--- src/rtl/audio_field_clkgen.sv ---
`timescale 1ns/1ps
module audio_field_clkgen #(
  parameter int ACC_W       = 32,
  parameter int CNT_W       = 18,
  parameter int SDIV_W      = 6,
  parameter int LRDIV_W     = 8,
  parameter int TRIM_SH     = 8,
  parameter int ERR_SH      = 16,
  parameter int LOCK_N      = 4,
  parameter int STALL_LIMIT = 1 << 20,
  parameter logic [ACC_W-1:0] INIT_INC = ACC_W'(1) << (ACC_W - 3)
) (
  input  logic               clk,
  input  logic               rst_n,
  input  logic               field_sync,
  input  logic [CNT_W-1:0]   mclk_per_field,
  input  logic [SDIV_W-1:0]  bck_div,
  input  logic [LRDIV_W-1:0] lr_div,
  output logic               mclk_en,
  output logic               bck,
  output logic               lrck,
  output logic               locked
);
  localparam int IW = ACC_W + TRIM_SH;
  localparam int FW = CNT_W + 1;
  localparam int MW = CNT_W + 2;
  localparam int EW = CNT_W + 3;
  localparam int SW = IW + EW + ERR_SH + 2;
  localparam int GW = $clog2(STALL_LIMIT + 1);
  localparam int KW = $clog2(LOCK_N + 1);
  localparam logic [SW-1:0] ONE_W = {{(SW-1){1'b0}}, 1'b1};
  localparam logic signed [SW-1:0] INC_LO = ONE_W << TRIM_SH;
  localparam logic signed [SW-1:0] INC_HI = ((ONE_W << ACC_W) - ONE_W) << TRIM_SH;

  logic [ACC_W-1:0] acc, acc_nx, inc;
  logic             carry;
  logic [IW-1:0]    inc_q, inc_nx;

  assign inc = inc_q[IW-1:TRIM_SH];
  assign {carry, acc_nx} = {1'b0, acc} + {1'b0, inc};

  logic [FW-1:0]        fcnt;
  logic [MW-1:0]        meas;
  logic signed [EW-1:0] err;
  logic signed [SW-1:0] err_x, sum;
  logic                 good;

  assign meas  = {1'b0, fcnt} + MW'(mclk_en);
  assign err   = signed'({3'b000, mclk_per_field}) - signed'({1'b0, meas});
  assign good  = (err <= 1) && (err >= -1);
  assign err_x = {{(SW-EW){err[EW-1]}}, err} <<< ERR_SH;
  assign sum   = signed'({{(SW-IW){1'b0}}, inc_q}) + err_x;

  always_comb begin
    if (sum < INC_LO)      inc_nx = INC_LO[IW-1:0];
    else if (sum > INC_HI) inc_nx = INC_HI[IW-1:0];
    else                   inc_nx = sum[IW-1:0];
  end

  logic [GW-1:0] gap;
  logic [KW-1:0] streak;
  logic          primed, stale;

  assign stale = !field_sync && (gap == GW'(STALL_LIMIT - 1));

  always_ff @(posedge clk) begin
    if (!rst_n) begin
      acc     <= '0;
      mclk_en <= 1'b0;
      inc_q   <= {INIT_INC, {TRIM_SH{1'b0}}};
      fcnt    <= '0;
      gap     <= '0;
      streak  <= '0;
      primed  <= 1'b0;
      locked  <= 1'b0;
    end else begin
      acc     <= acc_nx;
      mclk_en <= carry;
      if (field_sync) begin
        gap    <= '0;
        fcnt   <= '0;
        primed <= 1'b1;
        if (primed) begin
          inc_q <= inc_nx;
          if (good) begin
            streak <= (streak == KW'(LOCK_N)) ? streak : streak + KW'(1);
            locked <= (streak >= KW'(LOCK_N - 1));
          end else begin
            streak <= '0;
            locked <= 1'b0;
          end
        end
      end else begin
        if (gap != GW'(STALL_LIMIT)) gap <= gap + GW'(1);
        if (!(&fcnt)) fcnt <= fcnt + FW'(mclk_en);
        if (stale) begin
          primed <= 1'b0;
          streak <= '0;
          locked <= 1'b0;
        end
      end
    end
  end

  logic [SDIV_W-1:0]  bdiv;
  logic [LRDIV_W-1:0] ldiv;
  logic               bwrap, bfall;

  assign bwrap = mclk_en && (bdiv >= bck_div);
  assign bfall = bwrap && bck;

  always_ff @(posedge clk) begin
    if (!rst_n) begin
      bdiv <= '0;
      ldiv <= '0;
      bck  <= 1'b0;
      lrck <= 1'b0;
    end else begin
      if (mclk_en) bdiv <= bwrap ? '0 : bdiv + SDIV_W'(1);
      if (bwrap)   bck  <= ~bck;
      if (bfall) begin
        if (ldiv >= lr_div) begin
          ldiv <= '0;
          lrck <= ~lrck;
        end else begin
          ldiv <= ldiv + LRDIV_W'(1);
        end
      end
    end
  end
endmodule

--- config.mk ---
export PLATFORM = sky130hd
export DESIGN_NAME = audio_field_clkgen
export DESIGN_NICKNAME = d
export VERILOG_FILES = /design/src/rtl/audio_field_clkgen.sv
export SDC_FILE = /design/constraint.sdc
export NUM_CORES = 1
export LEC_CHECK = 0
export BUFFER_PORTS_ARGS = -buffer_cell sky130_fd_sc_hd__clkbuf_2
export CAP_MARGIN = 30
export CORE_ASPECT_RATIO = 1.2
export CORE_MARGIN = 4
export CORE_UTILIZATION = 50
export CTS_BUF_LIST = sky130_fd_sc_hd__clkbuf_8
export DETAILED_ROUTE_END_ITERATION = 12
export PLACE_DENSITY = 0.69
export RECOVER_POWER = 100
export SLEW_MARGIN = 30
export SYNTH_ARGS = -nofsm -noshare
export SYNTH_HDL_FRONTEND = slang
export SYNTH_SLANG_ARGS = --single-unit
--- constraint.sdc ---
create_clock -name clk -period 4.8 [get_ports clk]
set_clock_uncertainty 0.05 [all_clocks]
set_input_delay 0.24 -clock clk [delete_from_list [all_inputs] [get_ports clk]]
set_output_delay 0.24 -clock clk [all_outputs]
set_load 0.005 [all_outputs]
==> run_results.csv, run 1 <==
group,metric,value,unit
cells_and_area,layout.nets,1414,
routing,viasPerCell,5.43,
place,finalWeightedCongestion,0.873,
worst_setup_path,path_cells,"inv_4 -> fa_1 -> inv_1 -> ha_2 -> o21ai_4 -> a311oi_4 -> a211oi_2 -> a21oi_2 -> o22a_1 -> a21oi_2 -> o21bai_2 -> xnor2_2 -> ha_4 -> a21o_1 -> a21o_1 -> a21o_1 -> a221o_1 -> a21oi_2 -> nand2b_4 -> mux2i_4 -> or2_4 -> buf_12 -> nor2b_1 -> o21ai_1",
worst_setup_path,worstSetupPathType,"reg -> reg",
die,placement_rows,54,
cells_and_area,postLayoutCoreUtil,60.4,%
worst_setup_path,cp-startpoint,"mclk_en",
clock_network,worstSkewPairLatency,450,ps
synth,syn_inst,1148,
die,initial_core_util,51.2,%
worst_setup_path,arrival,5100,ps
clock_network,clkSinkCount,120,
global_routing,antenna_found_initial,1,
worst_setup_path,r2r_start,"mclk_en",
cells_and_area,antenna_cells,0,
timing,maxSlewHeadroom,58.5,%
outcome,status,"complete, but fails checks",
clock_network,clockBufferDepth,2,
timing,worst_slew_pin_slew,616,ps
timing,slew_violations,0,
hold_path,hp-class,"in -> reg",
cells_and_area,final.fill_count,1643,
synth,synth_common_cells,"128 x nor2_1, 120 x dfxtp_1, 118 x ha_1",
timing,fin_crit_sh,100,%
power,ir_drop,0.000191,V
cells_and_area,layout-drive-gt1-share,18.0,%
timing,finalCriticalPeriod,4820,ps
synth,synth_top_area_share,25.6,%
hold_path,hold_depth,3,
synth,ys_ff_latch,120,
routing,drt-initial-drc-count,312,
worst_setup_path,rrSetupSlack,-20,ps
place,place_area,0.0103,mm²
synth,ys_warn_count,0,
place,dp_hpwl,16.9,mm
place,portBuffers,38,
worst_setup_path,crit_fanout,8,
clock_network,cts_made_buffers,17,
global_routing,grt_pass1_vias,8058,
hold_path,hold_start,"field_sync",
worst_setup_path,r2r_cells,24,
clock_network,cts_tree,"built",
global_routing,track_usage,20.9,%
die,die_x,133,µm
timing,setup_violations,1,
global_routing,grt_pass1_wl,36.7,mm
routing,routed_wl,21.7,mm
routing,drc,0,
clock_network,cts_root_buf,"clkbuf_8",
cells_and_area,areaGrowthSynthToFinish,17.8,%
cells_and_area,seqCellArea,0.00240,mm²
timing,finalHoldViolations,0,
synth,syn_area_per_cell,8.17,µm²
synth,ys_seq_area_share,25.6,%
worst_setup_path,slowest_stage,"fa_1",
global_routing,grt_overflow_total,0,
clock_network,h-tree-depth,4,
clock_network,path_clk_slew,80,ps
synth,synth_area_leaders,"dfxtp_1 26%, ha_1 16%, xor2_1 6.1%",
timing,grt_setup_unrepaired,"true",
routing,post_drt_wl_per_cell,14.3,µm
global_routing,grt_max_degree,41,
cells_and_area,multi_input_area,0.00671,mm²
power,power_density,246,mW/mm²
outcome,violations,"negative setup slack",
worst_setup_path,endpoint_kind,"register",
cells_and_area,stdcell_area,0.0111,mm²
die,dieArea,0.0210,mm²
clock_network,cts_hold_buf,0,
synth,syn_area,0.00938,mm²
timing,layout_setup_ws,-16.9,ps
synth,async_flop_share,0,%
synth,synth_top_area_cell,"dfxtp_1",
worst_setup_path,reg2reg_to,"inc_q[27]",
worst_setup_path,cpPeakStageDelay,520,ps
worst_setup_path,crit_path_start_kind,"register",
synth,synthesis.nets,1305,
synth,synth-edff-count,0,
hold_path,hold_path_end,"primed",
routing,dr.pass1.iters,5,
die,core_area,0.0183,mm²
run,drv_cap,0,
synth,synth_ff_type,"dfxtp_1",
die,fp.dieH,158,µm
routing,ant_nets,0,
worst_setup_path,required,5080,ps
synth,ys_types,94,
power,p_leak,5.02,nW
timing,fmax,0.208,GHz
die,ios,39,
routing,via_count,8266,
synth,yosysMostFrequentCell,"nor2_1",
## cell families after synthesis
family	count (synthesis)	synth area share, %
fa+ha+maj	122	16.6
simple gates	412	22.3
buf+inv	130	5.64
flops	120	25.6
compound gates	252	19.0
mux	8	1.15
xor+xnor	104	9.71
## area by class of cell
class,instances,area share (%)
Timing Repair Buffer,116,7.44
Sequential cell,120,21.8
Clock buffer,18,2.24
Clock inverter,14,1.47
Inverter,104,3.55
Multi-Input combinational cell,898,60.7
Tap cell,252,2.85
## report_power, final
| group | internal (mW) | switching (mW) |
|---|---|---|
| clock | 0.490 | 0.488 |
| sequential | 1.03 | 0.0286 |
| combinational | 0.303 | 0.381 |
| total | 1.83 | 0.898 |
## what timing repair did
item / CTS / global route
pin swaps: 13 / 25
buffers inserted: 3 / 1
setup endpoints to repair: 23 / 26
resized for setup: 11 / 47
cloned: 0 / 3
## registers in the layout (all words and copies together) (netlist names), 3 cells and up
| signal | cells |
|---|---|
| fcnt | 19 |
| bdiv | 6 |
| gap | 21 |
| ldiv | 8 |
| acc | 32 |
| streak | 3 |
| inc_q | 26 |
## worst max-delay path by stage
| stage | slack, ps | depth (start not counted) | end |
|---|---|---|---|
| floorplan | -170 | 26 | inc_q[24] |
| global placement | -10 | 22 | inc_q[8] |
| detailed placement | -80 | 22 | inc_q[8] |
| CTS | -20 | 24 | inc_q[27] |
| global route | -260 | 24 | inc_q[27] |
| finish | -20 | 24 | inc_q[27] |
## critical path, delay by kind of cell, from the launching register on
kind | cells | cell delay (ps)
muxes | 1 | 60
and+or+nand+nor | 3 | 550
xor gates and xnor gates | 1 | 240
adders and majority gates | 3 | 960
DFF | 1 | 360
buffers and inverters | 3 | 240
AOI/OAI and AO/OA | 13 | 2240
## per-layer routing
layer	routed length (µm)	vias up	GRT usage, %
li1	-	4271	-
met1	9690	3851	25.6
met2	10800	112	37.0
met3	706	32	3.88
met4	487	0	7.08
met5	0	-	0
## per-stage QoR
stage	total power, mW	setup WS, ps	hold slack [ps]	cells	TNS [ps]
6_report	2.72	-16.9	41.2	1522	-16.9
5_1_grt	2.87	-258	32.4	1522	-5400
4_1_cts	2.71	-15.2	8.28	1518	-42.4
3_5_place_dp	1.72	-78.6	393	1483	-568
3_3_place_gp	1.71	-12.4	398	1483	-12.4
2_1_floorplan	1.53	-170	306	1148	-2580
## cells in the final DEF (no fill, tap or decap), drive strengths merged, types with 6 or more instances in the layout
cell    count
nor2      138
dfxtp     120
ha        118
inv       109
nand2      73
buf        72
xor2       65
a21oi      65
clkbuf     62
o21ai      59
nand3      40
xnor2      39
a21o       30
nor3       25
nand4      22
and3       20
a211oi     16
nor2b      15
nor4       13
o21a       12
nand2b     12
and2       11
a31oi      10
and4        9
o21bai      9
o211ai      8
or3         7
clkinv      7
mux2i       6
or2         6
No activity file was read; power rests on OpenSTA's default activity.
==> run 2, diff against run 1 <==
--- a/config.mk
+++ b/config.mk
@@ -14,2 +14,3 @@
 export DETAILED_ROUTE_END_ITERATION = 12
+export GPL_ROUTABILITY_DRIVEN = 0
 export PLACE_DENSITY = 0.69
--- a/constraint.sdc
+++ b/constraint.sdc
@@ -4,2 +4,2 @@
 set_output_delay 0.24 -clock clk [all_outputs]
-set_load 0.005 [all_outputs]
+set_load 0.01 [all_outputs]
==> run_results.csv, run 2 (synthesis results as in run 1) <==
group,metric,value,unit
cells_and_area,regMostFlops,"acc",
timing,worst_slew_pin_slew,616,ps
die,placement_rows,54,
worst_setup_path,slowest_stage,"fa_1",
routing,drt-initial-drc-count,312,
timing,setup_violations,1,
cells_and_area,stdcell_count,1522,
global_routing,antenna_found_initial,1,
worst_setup_path,crit_fanout,8,
cells_and_area,antenna_cells,0,
routing,post_drt_wl_per_cell,14.3,µm
worst_setup_path,endpoint_kind,"register",
place,dp.cells,1483,
die,ios,39,
die,die_x,133,µm
power,power_density,246,mW/mm²
cells_and_area,final_common_cell,"nor2_1",
worst_setup_path,path_delay_family,"compound AO/OA/AOI/OAI gates",
global_routing,grt_max_degree,41,
timing,fin_crit_sh,100,%
cells_and_area,layout.nets,1414,
worst_setup_path,arrival,5100,ps
routing,via_count,8267,
die,initial_core_util,51.2,%
outcome,violations,"negative setup slack",
clock_network,worstSkewPairLatency,450,ps
die,dieArea,0.0210,mm²
timing,slew_violations,0,
timing,finalCriticalPeriod,4820,ps
clock_network,cts_made_buffers,17,
global_routing,grt_pass1_vias,8058,
timing,layout_setup_ws,-16.9,ps
worst_setup_path,crit_path_start_kind,"register",
routing,dr.pass1.iters,5,
cells_and_area,layout-drive-gt1-share,17.9,%
routing,routed.top_layer,"met4",
worst_setup_path,required,5080,ps
timing,maxSlewHeadroom,58.5,%
timing,grt_setup_unrepaired,"true",
cells_and_area,reg.largest.list,"acc x32, inc_q x26, gap x21",
global_routing,grt_pass1_wl,36.7,mm
worst_setup_path,path_buf_inv,3,
die,core_area,0.0183,mm²
timing,finalHoldViolations,0,
routing,wl_met3,706,µm
clock_network,h-tree-depth,4,
routing,ant_nets,0,
place,portBuffers,38,
worst_setup_path,path_cells,"inv_4 -> fa_1 -> inv_1 -> ha_2 -> o21ai_4 -> a311oi_4 -> a211oi_2 -> a21oi_2 -> o22a_1 -> a21oi_2 -> o21bai_2 -> xnor2_2 -> ha_4 -> a21o_1 -> a21o_1 -> a21o_1 -> a221o_1 -> a21oi_2 -> nand2b_4 -> mux2i_4 -> or2_4 -> buf_12 -> nor2b_1 -> o21ai_1",
routing,viasPerCell,5.43,
timing,fmax,0.208,GHz
worst_setup_path,cpPeakStageDelay,520,ps
clock_network,cts_root_buf,"clkbuf_8",
die,fp.dieH,158,µm
cells_and_area,final_cell_mix,"126 x nor2_1, 118 x dfxtp_1, 114 x ha_1, 102 x inv_1, 72 x nand2_1",
place,dp_hpwl,16.9,mm
routing,drc,0,
cells_and_area,largest_reg_flops,32,
run,drv_cap,0,
clock_network,path_clk_slew,80,ps
cells_and_area,postLayoutCoreUtil,60.3,%
outcome,status,"complete, but fails checks",
clock_network,cts_tree,"built",
worst_setup_path,worstSetupPathType,"reg -> reg",
clock_network,clkSinkCount,120,
routing,drt-met1-wl,9.69,mm
clock_network,clockBufferDepth,2,
routing,dr_wl_met2,10.8,mm
hold_path,hp-class,"in -> reg",
power,ir_drop,0.000191,V
routing,routed_wl,21.7,mm
clock_network,cts_hold_buf,0,
global_routing,grt_overflow_total,0,
power,p_leak,5.01,nW
global_routing,track_usage,20.9,%
cells_and_area,areaGrowthSynthToFinish,17.8,%
cells_and_area,final.fill_count,1643,
==> run 2: cell count changes in the layout (fill, tap and decap cells not counted) <==
cell      change
clkbuf_2      -2
clkbuf_1      +2
==> run 2: path summary, 6_finish.rpt <==
check | from | end | slack, ps | cells past startpoint
max | mclk_en | inc_q[27] | -20 | 24
min | field_sync | primed | 40 | 3
max reg2reg | mclk_en | inc_q[27] | -20 | 24
min reg2reg | locked | locked | 400 | 2
==> run 2: layer usage <==
layer	vias to the layer above	GRT usage [%]
met2	112	37.0
li1	4271	-
met3	32	3.88
met1	3852	25.6
met5	-	0
met4	0	7.08
==> run 2: area by class of cell <==
class | instances | area, µm² | area share [%]
clock buffer | 18 | 248 | 2.24
clock inverter | 14 | 163 | 1.47
inverter | 104 | 393 | 3.56
multi-input combinational | 898 | 6710 | 60.7
sequential | 120 | 2400 | 21.8
tap | 252 | 315 | 2.85
timing repair buffer | 116 | 820 | 7.42
==> run 2: worst min-delay path, cell delays in order <==
cell,delay (ps)
clkbuf_2,130
nor2_1,50
nor2_1,80
==> run 2: what timing repair did <==
action	4_1_cts	5_1_grt
endpoints found under the setup margin	23	26
pin swaps	13	25
resized for setup	11	47
gates cloned	0	3
setup buffers	3	1
==> run 2: power by group <==
| part | total, mW | switching [mW] | internal (mW) |
|---|---|---|---|
| Combinational | 0.685 | 0.382 | 0.303 |
| Sequential | 1.06 | 0.0286 | 1.03 |
| Clock | 0.978 | 0.488 | 0.490 |
==> run 2: through the flow <==
stage | setup TNS, ps | instance area [µm²] | power (mW) | worst slack (ps) | hold WS [ps]
after floorplan | -3130 | 9450 | 1.53 | -196 | 306
after detailed placement | -568 | 10300 | 1.72 | -78.6 | 393
after global routing | -5400 | 11000 | 2.87 | -258 | 32.4
final | -16.9 | 11000 | 2.72 | -16.9 | 41.3
after CTS | -42.4 | 10800 | 2.71 | -15.2 | 8.28
after global placement | -12.4 | 10300 | 1.71 | -12.4 | 398
==> run 3, diff against run 2 <==
ABC_AREA = 1   (was not set)
==> run_results.csv, run 3 <==
group,metric,value,unit
outcome,status,"complete, but fails checks",
power,ir_drop,0.000171,V
die,fp.dieH,165,µm
worst_setup_path,path_delay_family,"simple AND/OR/NAND/NOR gates",
clock_network,clockBufferDepth,2,
routing,viasPerCell,5.23,
synth,synth_top_area_share,23.3,%
cells_and_area,layout-drive-gt1-share,6.76,%
worst_setup_path,crit_fanout,14,
global_routing,grt_pass1_vias,9703,
global_routing,grt_max_degree,50,
power,power.total,2.67,mW
worst_setup_path,path_common_cell,"nand2_1",
routing,drc,0,
global_routing,track_usage,22.9,%
cells_and_area,stdcell_area,0.0112,mm²
worst_setup_path,arrival,4670,ps
power,power_density,237,mW/mm²
synth,ys_types,51,
die,ios,39,
global_routing,grt_use_met1,26.9,%
global_routing,grt-busiest-layer,"met2",
routing,ant_nets,0,
worst_setup_path,required,5060,ps
synth,syn_inst,1642,
clock_network,cts_made_buffers,17,
routing,via_count,10300,
worst_setup_path,cpPeakStageDelay,400,ps
timing,worst_slew_pin_slew,1560,ps
clock_network,path_clk_slew,80,ps
die,dieArea,0.0230,mm²
worst_setup_path,slowest_stage,"ha_1",
global_routing,grt_pass1_wl,43.7,mm
worst_setup_path,worstSetupPathType,"reg -> reg",
place,portBuffers,38,
cells_and_area,antenna_cells,0,
clock_network,cts_root_buf,"clkbuf_8",
clock_network,h-tree-depth,4,
synth,ys_seq_area_share,23.3,%
place,place_area,0.0108,mm²
global_routing,grt_overflow_total,0,
synth,async_flop_share,0,%
timing,maxSlewHeadroom,-3.74,%
global_routing,grtUsageMet3,3.54,%
timing,fin_crit_sh,91.8,%
clock_network,cts_tree,"built",
timing,fmax,0.227,GHz
timing,slew_violations,31,
synth,ys_ff_latch,120,
timing,whs,61.2,ps
cells_and_area,multi_input_area,0.00672,mm²
routing,post_drt_wl_per_cell,13.1,µm
worst_setup_path,path_buf_inv,5,
cells_and_area,final.fill_count,2075,
run,drv_cap,1,
place,dp_hpwl,20.7,mm
synth,synth_area_leaders,"dfxtp_1 23%, ha_1 14%, nand2_1 14%",
die,die_x,139,µm
cells_and_area,final_cell_mix,"391 x nand2_1, 281 x inv_1, 187 x a21oi_1, 163 x nor2_1, 120 x dfxtp_1",
cells_and_area,seqCellArea,0.00240,mm²
synth,synth_common_cells,"391 x nand2_1, 281 x inv_1, 187 x a21oi_1",
routing,routed_wl,25.7,mm
global_routing,met2_usage,40.8,%
timing,setup_violations,0,
cells_and_area,postLayoutCoreUtil,55.5,%
cells_and_area,regMostFlops,"acc",
cells_and_area,layout.nets,1846,
worst_setup_path,crit_path_start_kind,"register",
cells_and_area,final_common_cell,"nand2_1",
timing,finalHoldViolations,0,
synth,yosysMostFrequentCell,"nand2_1",
cells_and_area,reg.largest.list,"acc x32, inc_q x26, gap x21",
clock_network,cts_setup_buffers,0,
outcome,violations,"max-capacitance violations, max-slew violations",
die,initial_core_util,50.9,%
cells_and_area,areaGrowthSynthToFinish,9.17,%
power,p_leak,5.49,nW
clock_network,clkSinkCount,120,
synth,synth_ff_type,"dfxtp_1",
die,core_area,0.0203,mm²
clock_network,worstSkewPairLatency,460,ps
global_routing,antenna_found_initial,0,
synth,ys_warn_count,0,
cells_and_area,largest_reg_flops,32,
synth,syn_area_per_cell,6.28,µm²
routing,dr.pass1.iters,4,
synth,synthesis.nets,1799,
hold_path,hp-class,"in -> reg",
routing,drt-initial-drc-count,501,
timing,fin_tns_setup,0,ps
die,placement_rows,57,
clock_network,cts_hold_buf,0,
synth,synth-edff-count,0,
worst_setup_path,endpoint_kind,"register",
synth,synth_top_area_cell,"dfxtp_1",
synth,syn_area,0.0103,mm²
timing,finalCriticalPeriod,4410,ps
run 3: what timing repair did:
item,CTS,global route
setup endpoints to repair,0,26
gates resized for setup,0,14
hold endpoints to repair,0,0
run 3: final timing paths:
kind | slack, ps | start | cells past startpoint | endpoint
setup / recovery | 390 | fcnt[0] | 27 | inc_q[19]
hold / removal | 60 | field_sync | 3 | primed
setup reg to reg | 390 | fcnt[0] | 27 | inc_q[19]
hold reg to reg | 410 | lrck | 1 | lrck
run 3: logic make-up after synthesis:
| kind of cell | after synthesis | share of synthesized area [%] |
|---|---|---|
| compound gates | 330 | 17.6 |
| buf+inv | 312 | 11.7 |
| fa+ha+maj | 122 | 15.1 |
| xor+xnor | 24 | 2.04 |
| flops | 120 | 23.3 |
| simple gates | 734 | 30.3 |
run 3: area by class of cell:
type / count / share of cell area [%]
Timing Repair Buffer: 48 / 2.25
Clock inverter: 12 / 1.43
Inverter: 292 / 9.83
Clock buffer: 20 / 2.45
Multi-Input combinational cell: 1210 / 59.7
Tap cell: 265 / 2.95
Sequential cell: 120 / 21.4
run 3: worst reg2reg max path, stage by stage, from the launching register on:
cell and delay, ps:
dfxtp_1 350, inv_1 100, fa_1 200, inv_1 60, fa_1 390, nand2_1 70, nand2_1 60, nand2_1 130
nand3_2 110, nand3_2 110, nand2_2 70, o21ai_4 280, inv_2 160, ha_1 400, nand2_1 110, nor3_1 280
nand2_1 130, nor2_1 110, nand2_1 80, nand3_1 140, xnor2_1 90, nand2_2 140, buf_4 230, clkinv_4 100
nor2_1 110, nor2_1 50, nand2_1 90, a21oi_1 60
run 3: through the flow:
step,setup slack (ps),std cells
2_1_floorplan,954,1642
3_3_place_gp,367,1935
3_5_place_dp,257,1935
4_1_cts,187,1967
5_1_grt,-28.7,1967
6_report,391,1967
run 3: layer usage:
| layer | share of wire [%] | wire length [µm] |
|---|---|---|
| met5 | 0 | 0 |
| met4 | 4.5 | 1160 |
| met3 | 3.4 | 887 |
| met2 | 48 | 12300 |
| met1 | 44 | 11400 |
run 3: where the power goes:
group          internal [mW]  leakage (nW)  total, mW  switching, mW
combinational          0.202          4.31      0.581          0.379
sequential              1.03         0.972       1.06         0.0272
clock                  0.561         0.213       1.03          0.464
